[src/rtl/mbx_fast_pkg.sv]
package mbx_fast_pkg;
  localparam int AW        = 8;
  localparam int NUM_CH    = 8;
  localparam int WORD_W    = 32;
  localparam int FIRST_BIT = 9;
  localparam logic [AW-1:0] DATA_BASE = 8'h8C;
  localparam logic [AW-1:0] EN_ADDR   = 8'hC0;
  localparam logic [AW-1:0] CLR_ADDR  = 8'hC4;
  localparam logic [AW-1:0] STAT_ADDR = 8'hC8;

  // byte address of channel idx's data register
  function automatic logic [AW-1:0] chan_addr(input int idx);
    return DATA_BASE + AW'(4 * idx);
  endfunction

  // place per-channel bits at their fixed offset in a status-shaped word
  function automatic logic [WORD_W-1:0] spread_bits(input logic [NUM_CH-1:0] bits);
    logic [WORD_W-1:0] w;
    w = '0;
    w[FIRST_BIT +: NUM_CH] = bits;
    return w;
  endfunction
endpackage

[src/rtl/mbx_fast_decode.sv]
module mbx_fast_decode
  import mbx_fast_pkg::*;
#(
  parameter int NCH = NUM_CH
) (
  input  logic          wr_en,
  input  logic [AW-1:0] wr_addr,
  output logic [NCH-1:0] data_hit,
  output logic          en_hit,
  output logic          clr_hit,
  output logic          any_hit
);
  for (genvar g = 0; g < NCH; g++) begin : g_dec
    assign data_hit[g] = wr_en && (wr_addr == chan_addr(g));
  end
  assign en_hit  = wr_en && (wr_addr == EN_ADDR);
  assign clr_hit = wr_en && (wr_addr == CLR_ADDR);
  assign any_hit = (|data_hit) || en_hit || clr_hit;
endmodule

[src/rtl/mbx_fast_chan.sv]
module mbx_fast_chan #(
  parameter int DW = 32
) (
  input  logic          clk,
  input  logic          rst_n,
  input  logic          load,
  input  logic          ack,
  input  logic [DW-1:0] wdata,
  output logic [DW-1:0] word,
  output logic          pending
);
  always_ff @(posedge clk) begin
    if (!rst_n) begin
      word    <= '0;
      pending <= 1'b0;
    end else begin
      if (load) word <= wdata;
      if (load)     pending <= 1'b1;
      else if (ack) pending <= 1'b0;
    end
  end

  // a load always leaves the flag raised
  p_set_on_load_r3: assert property (@(posedge clk) disable iff (!rst_n)
    load |=> pending);
  // an acknowledge without a load drops the flag
  p_ack_clears_r4: assert property (@(posedge clk) disable iff (!rst_n)
    (ack && !load) |=> !pending);
  // the flag never drops on its own
  p_flag_holds_r5: assert property (@(posedge clk) disable iff (!rst_n)
    (pending && !ack) |=> pending);
  // the stored word moves only on a load
  p_word_stable_r2: assert property (@(posedge clk) disable iff (!rst_n)
    !load |=> $stable(word));
endmodule

[src/rtl/mbx_fast_top.sv]
module mbx_fast_top
  import mbx_fast_pkg::*;
#(
  parameter int NCH = NUM_CH,
  parameter int DW  = WORD_W
) (
  input  logic          clk,
  input  logic          rst_n,
  input  logic          wr_en,
  input  logic [7:0]    wr_addr,
  input  logic [DW-1:0] wr_data,
  input  logic [7:0]    rd_addr,
  output logic [DW-1:0] rd_data,
  output logic          irq
);
  localparam int HI_BIT = FIRST_BIT + NCH - 1;

  logic [NCH-1:0] data_hit;
  logic           en_hit, clr_hit, any_hit;
  logic [NCH-1:0] flags;
  logic [NCH-1:0] en_q;
  logic [NCH-1:0] ack_bits;
  logic [DW-1:0]  words [NCH];
  logic           fire_vec_any;

  mbx_fast_decode #(.NCH(NCH)) u_dec (
    .wr_en(wr_en), .wr_addr(wr_addr), .data_hit(data_hit),
    .en_hit(en_hit), .clr_hit(clr_hit), .any_hit(any_hit)
  );

  assign ack_bits = clr_hit ? wr_data[FIRST_BIT +: NCH] : '0;

  for (genvar g = 0; g < NCH; g++) begin : g_ch
    mbx_fast_chan #(.DW(DW)) u_ch (
      .clk(clk), .rst_n(rst_n), .load(data_hit[g]), .ack(ack_bits[g]),
      .wdata(wr_data), .word(words[g]), .pending(flags[g])
    );
  end

  always_ff @(posedge clk) begin
    if (!rst_n)      en_q <= '0;
    else if (en_hit) en_q <= wr_data[FIRST_BIT +: NCH];
  end

  always_comb begin
    rd_data = '0;
    if (rd_addr == EN_ADDR)   rd_data = spread_bits(en_q);
    if (rd_addr == STAT_ADDR) rd_data = spread_bits(flags);
    for (int i = 0; i < NCH; i++)
      if (rd_addr == chan_addr(i)) rd_data = words[i];
  end

  assign fire_vec_any = |(flags & en_q);
  assign irq = fire_vec_any;

  // a write lands on at most one channel
  p_one_channel_r9: assert property (@(posedge clk) disable iff (!rst_n)
    $onehot0(data_hit));
  // the interrupt can only rise after a write of data or enable
  p_irq_cause_r7: assert property (@(posedge clk) disable iff (!rst_n)
    $rose(irq) |-> $past(wr_en));
  // an unmapped or status-address write changes nothing
  p_ignored_write_r8: assert property (@(posedge clk) disable iff (!rst_n)
    (wr_en && !any_hit) |=> ($stable(flags) && $stable(en_q)));
  // state is clear in the cycle after reset
  p_reset_clear_r1: assert property (@(posedge clk)
    $past(!rst_n) |-> (flags == '0 && en_q == '0 && !irq));

  initial begin
    assert (HI_BIT < DW) else $error("status field does not fit word");
  end
endmodule

[config.mk]
export PLATFORM = sky130hd
export DESIGN_NAME = mbx_fast_top
export DESIGN_NICKNAME = d
export VERILOG_FILES = /design/src/rtl/mbx_fast_pkg.sv /design/src/rtl/mbx_fast_decode.sv /design/src/rtl/mbx_fast_chan.sv /design/src/rtl/mbx_fast_top.sv
export SDC_FILE = /design/constraint.sdc
export NUM_CORES = 1
export LEC_CHECK = 0
export ABC_AREA = 1
export BUFFER_PORTS_ARGS = -buffer_cell sky130_fd_sc_hd__clkbuf_2
export CAP_MARGIN = 20
export CORE_MARGIN = 1.5
export CORE_UTILIZATION = 65
export CTS_CLUSTER_DIAMETER = 150
export CTS_CLUSTER_SIZE = 40
export DETAILED_ROUTE_END_ITERATION = 7
export GPL_TIMING_DRIVEN = 0
export HOLD_SLACK_MARGIN = 0.1
export PLACE_DENSITY = 0.81
export SETUP_SLACK_MARGIN = 0.02
export SYNTH_ARGS = -nofsm -noshare
export SYNTH_HDL_FRONTEND = slang
export SYNTH_SLANG_ARGS = --single-unit
[constraint.sdc]
create_clock -name clk -period 2.8 [get_ports clk]
set_input_delay 0.14 -clock clk [delete_from_list [all_inputs] [get_ports clk]]
set_output_delay 0.14 -clock clk [all_outputs]
set_load 0.005 [all_outputs]
==> impl_metrics.tcl <==
set metrics [dict create \
    yosysSeqAreaShare 0.478 \
    drive_above_1_share 0.0925 \
    layout_common_cells "dfxtp_1 (272), o21ai_0 (260), nand2_1 (248)" \
    routed_wl_um 38800 \
    cts_max_level 1 \
    min_period_ns 2.76 \
    die_w_um 135 \
    status "finished, final reports clean" \
    clock-sinks 272 \
    power.leakage_nw 5.24 \
    final_util 0.739 \
    worst_slew_pin_slew_ns 0.854 \
    synth_area_um2 11400 \
    syn_avg_cell_area_um2 7.20 \
    die_area_um2 18300 \
    slew_headroom 0.431 \
    clk_pin_slew_worst_paths_ns 0.15 \
    ios 84 \
    cp-end-kind "primary output" \
    grt_max_degree 41 \
    vias 11800 \
    final_common_cell "dfxtp_1" \
    fmax_mhz 362 \
    first_pass_iters 5 \
    ys_warn_count 0 \
    r2r_cells 2 \
    gp_congestion 0.986 \
    ir_worst_vdd_mv 0.466 \
    start_util 0.663 \
    slew_violations 0 \
    cp.required_ns 2.66 \
    met1_usage 0.551 \
    whs_endpoint "en_q[1]$_SDFFE_PN0P_" \
    power_density_nw_per_um2 484 \
    cts_tree "yes" \
    port_buffers 83 \
    setup_viol_count_final 0 \
    fin_skew_ns 0 \
    hold_path.class "primary input to flip-flop" \
    grt_usage 0.416 \
    multi_input_area_um2 5120 \
    syn_inst 1581 \
    ctsResizeCount 0 \
    grt.busiest_layer "met2" \
    grt_use_met3 0.0834 \
    area_growth_pct 11.5 \
    rrSetupSlack_ns 2.05 \
    drt_iter0_drc 1582 \
    post_cts_buffers 0 \
    core_region_area_um2 17200 \
    rsz0062_at_grt "no" \
    finalHoldViolCount 0 \
    ant_nets 0 \
    postLayoutCellArea_um2 12700 \
    overflow 0 \
    wl_per_cell_um 20.1 \
    clock_path_buffers 3 \
    yosysUniqueCellTypes 28 \
    clock_latency_ns 0.50 \
    nFillCells 1449 \
    place_area_um2 12100 \
    cts_hold_buf 32 \
    crit_fanout 10 \
    dp_hpwl_um 26900 \
    path_class "primary input to primary output" \
    antenna_found_initial 0 \
    holdPathStages 5 \
    reg2reg_to "en_q[4]$_SDFFE_PN0P_" \
    viasPerCell 6.09 \
    synth-seq-cells 272 \
    hp-start "wr_en" \
    worstPathArrival_ns 2.62 \
    grt_pass1_vias 10600 \
    fin_crit_sh 0.986 \
    worst_setup_path_start_kind "primary input" \
    num_rows 48 \
    grt_pass1_wl_um 57700 \
    die_h_um 135 \
    drv_cap 0 \
    cts_buffers 10 \
    r2r-start "en_q[4]$_SDFFE_PN0P_" \
    dp_cells 1889 \
    syn-num-nets 1632 \
    nets 1759 \
    setup_tns_ns 0 \
    drcViolationCount 0 \
    instances_no_fill 1934 \
    cts_root_buf "clkbuf_16" \
    use_met2 0.652 \
    seq_area_um2 5450 \
]
report_power, final:
group          total (mW)  internal, mW  switching [mW]
clock network        1.93         0.721            1.21
registers            3.88          3.88         0.00426
logic               0.334        0.0953           0.239
state kept, by name, summed over array words and instances (netlist names):
register	flops
en_q	8
g_ch.u_ch.word	256
g_ch.u_ch.pending	8
synthesized netlist by cell type:
master	number	area [µm²]
clkinv_1	6	22.5
o211ai_1	4	30.0
inv_2	7	26.3
nand2_2	4	25.0
nand3_1	77	385
dfxtp_1	272	5450
nand3b_1	7	52.6
a221oi_1	2	17.5
clkbuf_1	77	289
nor3_4	2	32.5
nand4_1	29	181
nand2_1	248	931
inv_1	91	342
nor3_1	3	15.0
buf_4	4	30.0
or2_2	13	81.3
nor2_4	3	33.8
o21ai_0	260	1300
nor3_2	2	20.0
a21oi_1	181	906
buf_2	20	100
and2_1	1	6.26
or2_0	3	18.8
nor4_4	1	21.3
nor2_2	7	43.8
nor2_1	238	893
a211oi_1	17	128
buf_1	2	7.51
routing by layer:
layer  vias up  share of wire  wire length [µm]
met2       744           0.44             17000
li1       5474              -                 -
met4         0          0.050              1950
met1      5418           0.39             15200
met3       134           0.12              4720
met5         -              0                 0
worst max path at each step:
stage	start	to	slack, ns	depth (start not counted)
floorplan	rd_addr[0]	rd_data[26]	1.36	9
global placement	rd_addr[2]	rd_data[17]	0.28	10
detailed placement	rd_addr[2]	rd_data[17]	0.30	10
CTS	rd_addr[2]	rd_data[17]	0.24	10
global route	rd_addr[2]	rd_data[17]	0.08	10
finish	rd_addr[2]	rd_data[17]	0.04	10
worst max-delay path, cell delays in order:
cell and delay, ns:
clkbuf_2 0.16, inv_2 0.12, nand2_1 0.09, nor2_4 0.30
inv_1 0.19, nor4_4 0.66, buf_2 0.52, nand2_1 0.12
nand3_1 0.17, clkbuf_2 0.14
cell type report:
cell class,count,share of cell area
Timing Repair Buffer,115,0.0580
Antenna cell,1,0.000197
Inverter,104,0.0308
Clock inverter,1,0.000690
Buffer,103,0.0336
Multi-Input combinational cell,1102,0.404
Sequential cell,272,0.429
Clock buffer,11,0.0217
Tap cell,225,0.0222
metrics by stage:
step	hold WS [ns]	power, mW	worst slack (ns)
6_report	0.103	6.15	0.0390
5_1_grt	0.130	6.26	0.0764
4_1_cts	0.105	6.10	0.238
3_5_place_dp	0.441	4.25	0.295
3_3_place_gp	0.434	4.25	0.282
2_1_floorplan	0.275	4.10	1.36
kinds of logic (layout without fill, tap and decap cells):
logic type             after synthesis  after routing  share of synthesized area
AOI/OAI and AO/OA                  464            464                      0.209
buffers and inverters              207            334                     0.0718
DFF                                272            272                      0.478
other                                0              1                          0
and+or+nand+nor                    638            638                      0.241
No activity file was read; power rests on OpenSTA's default activity.
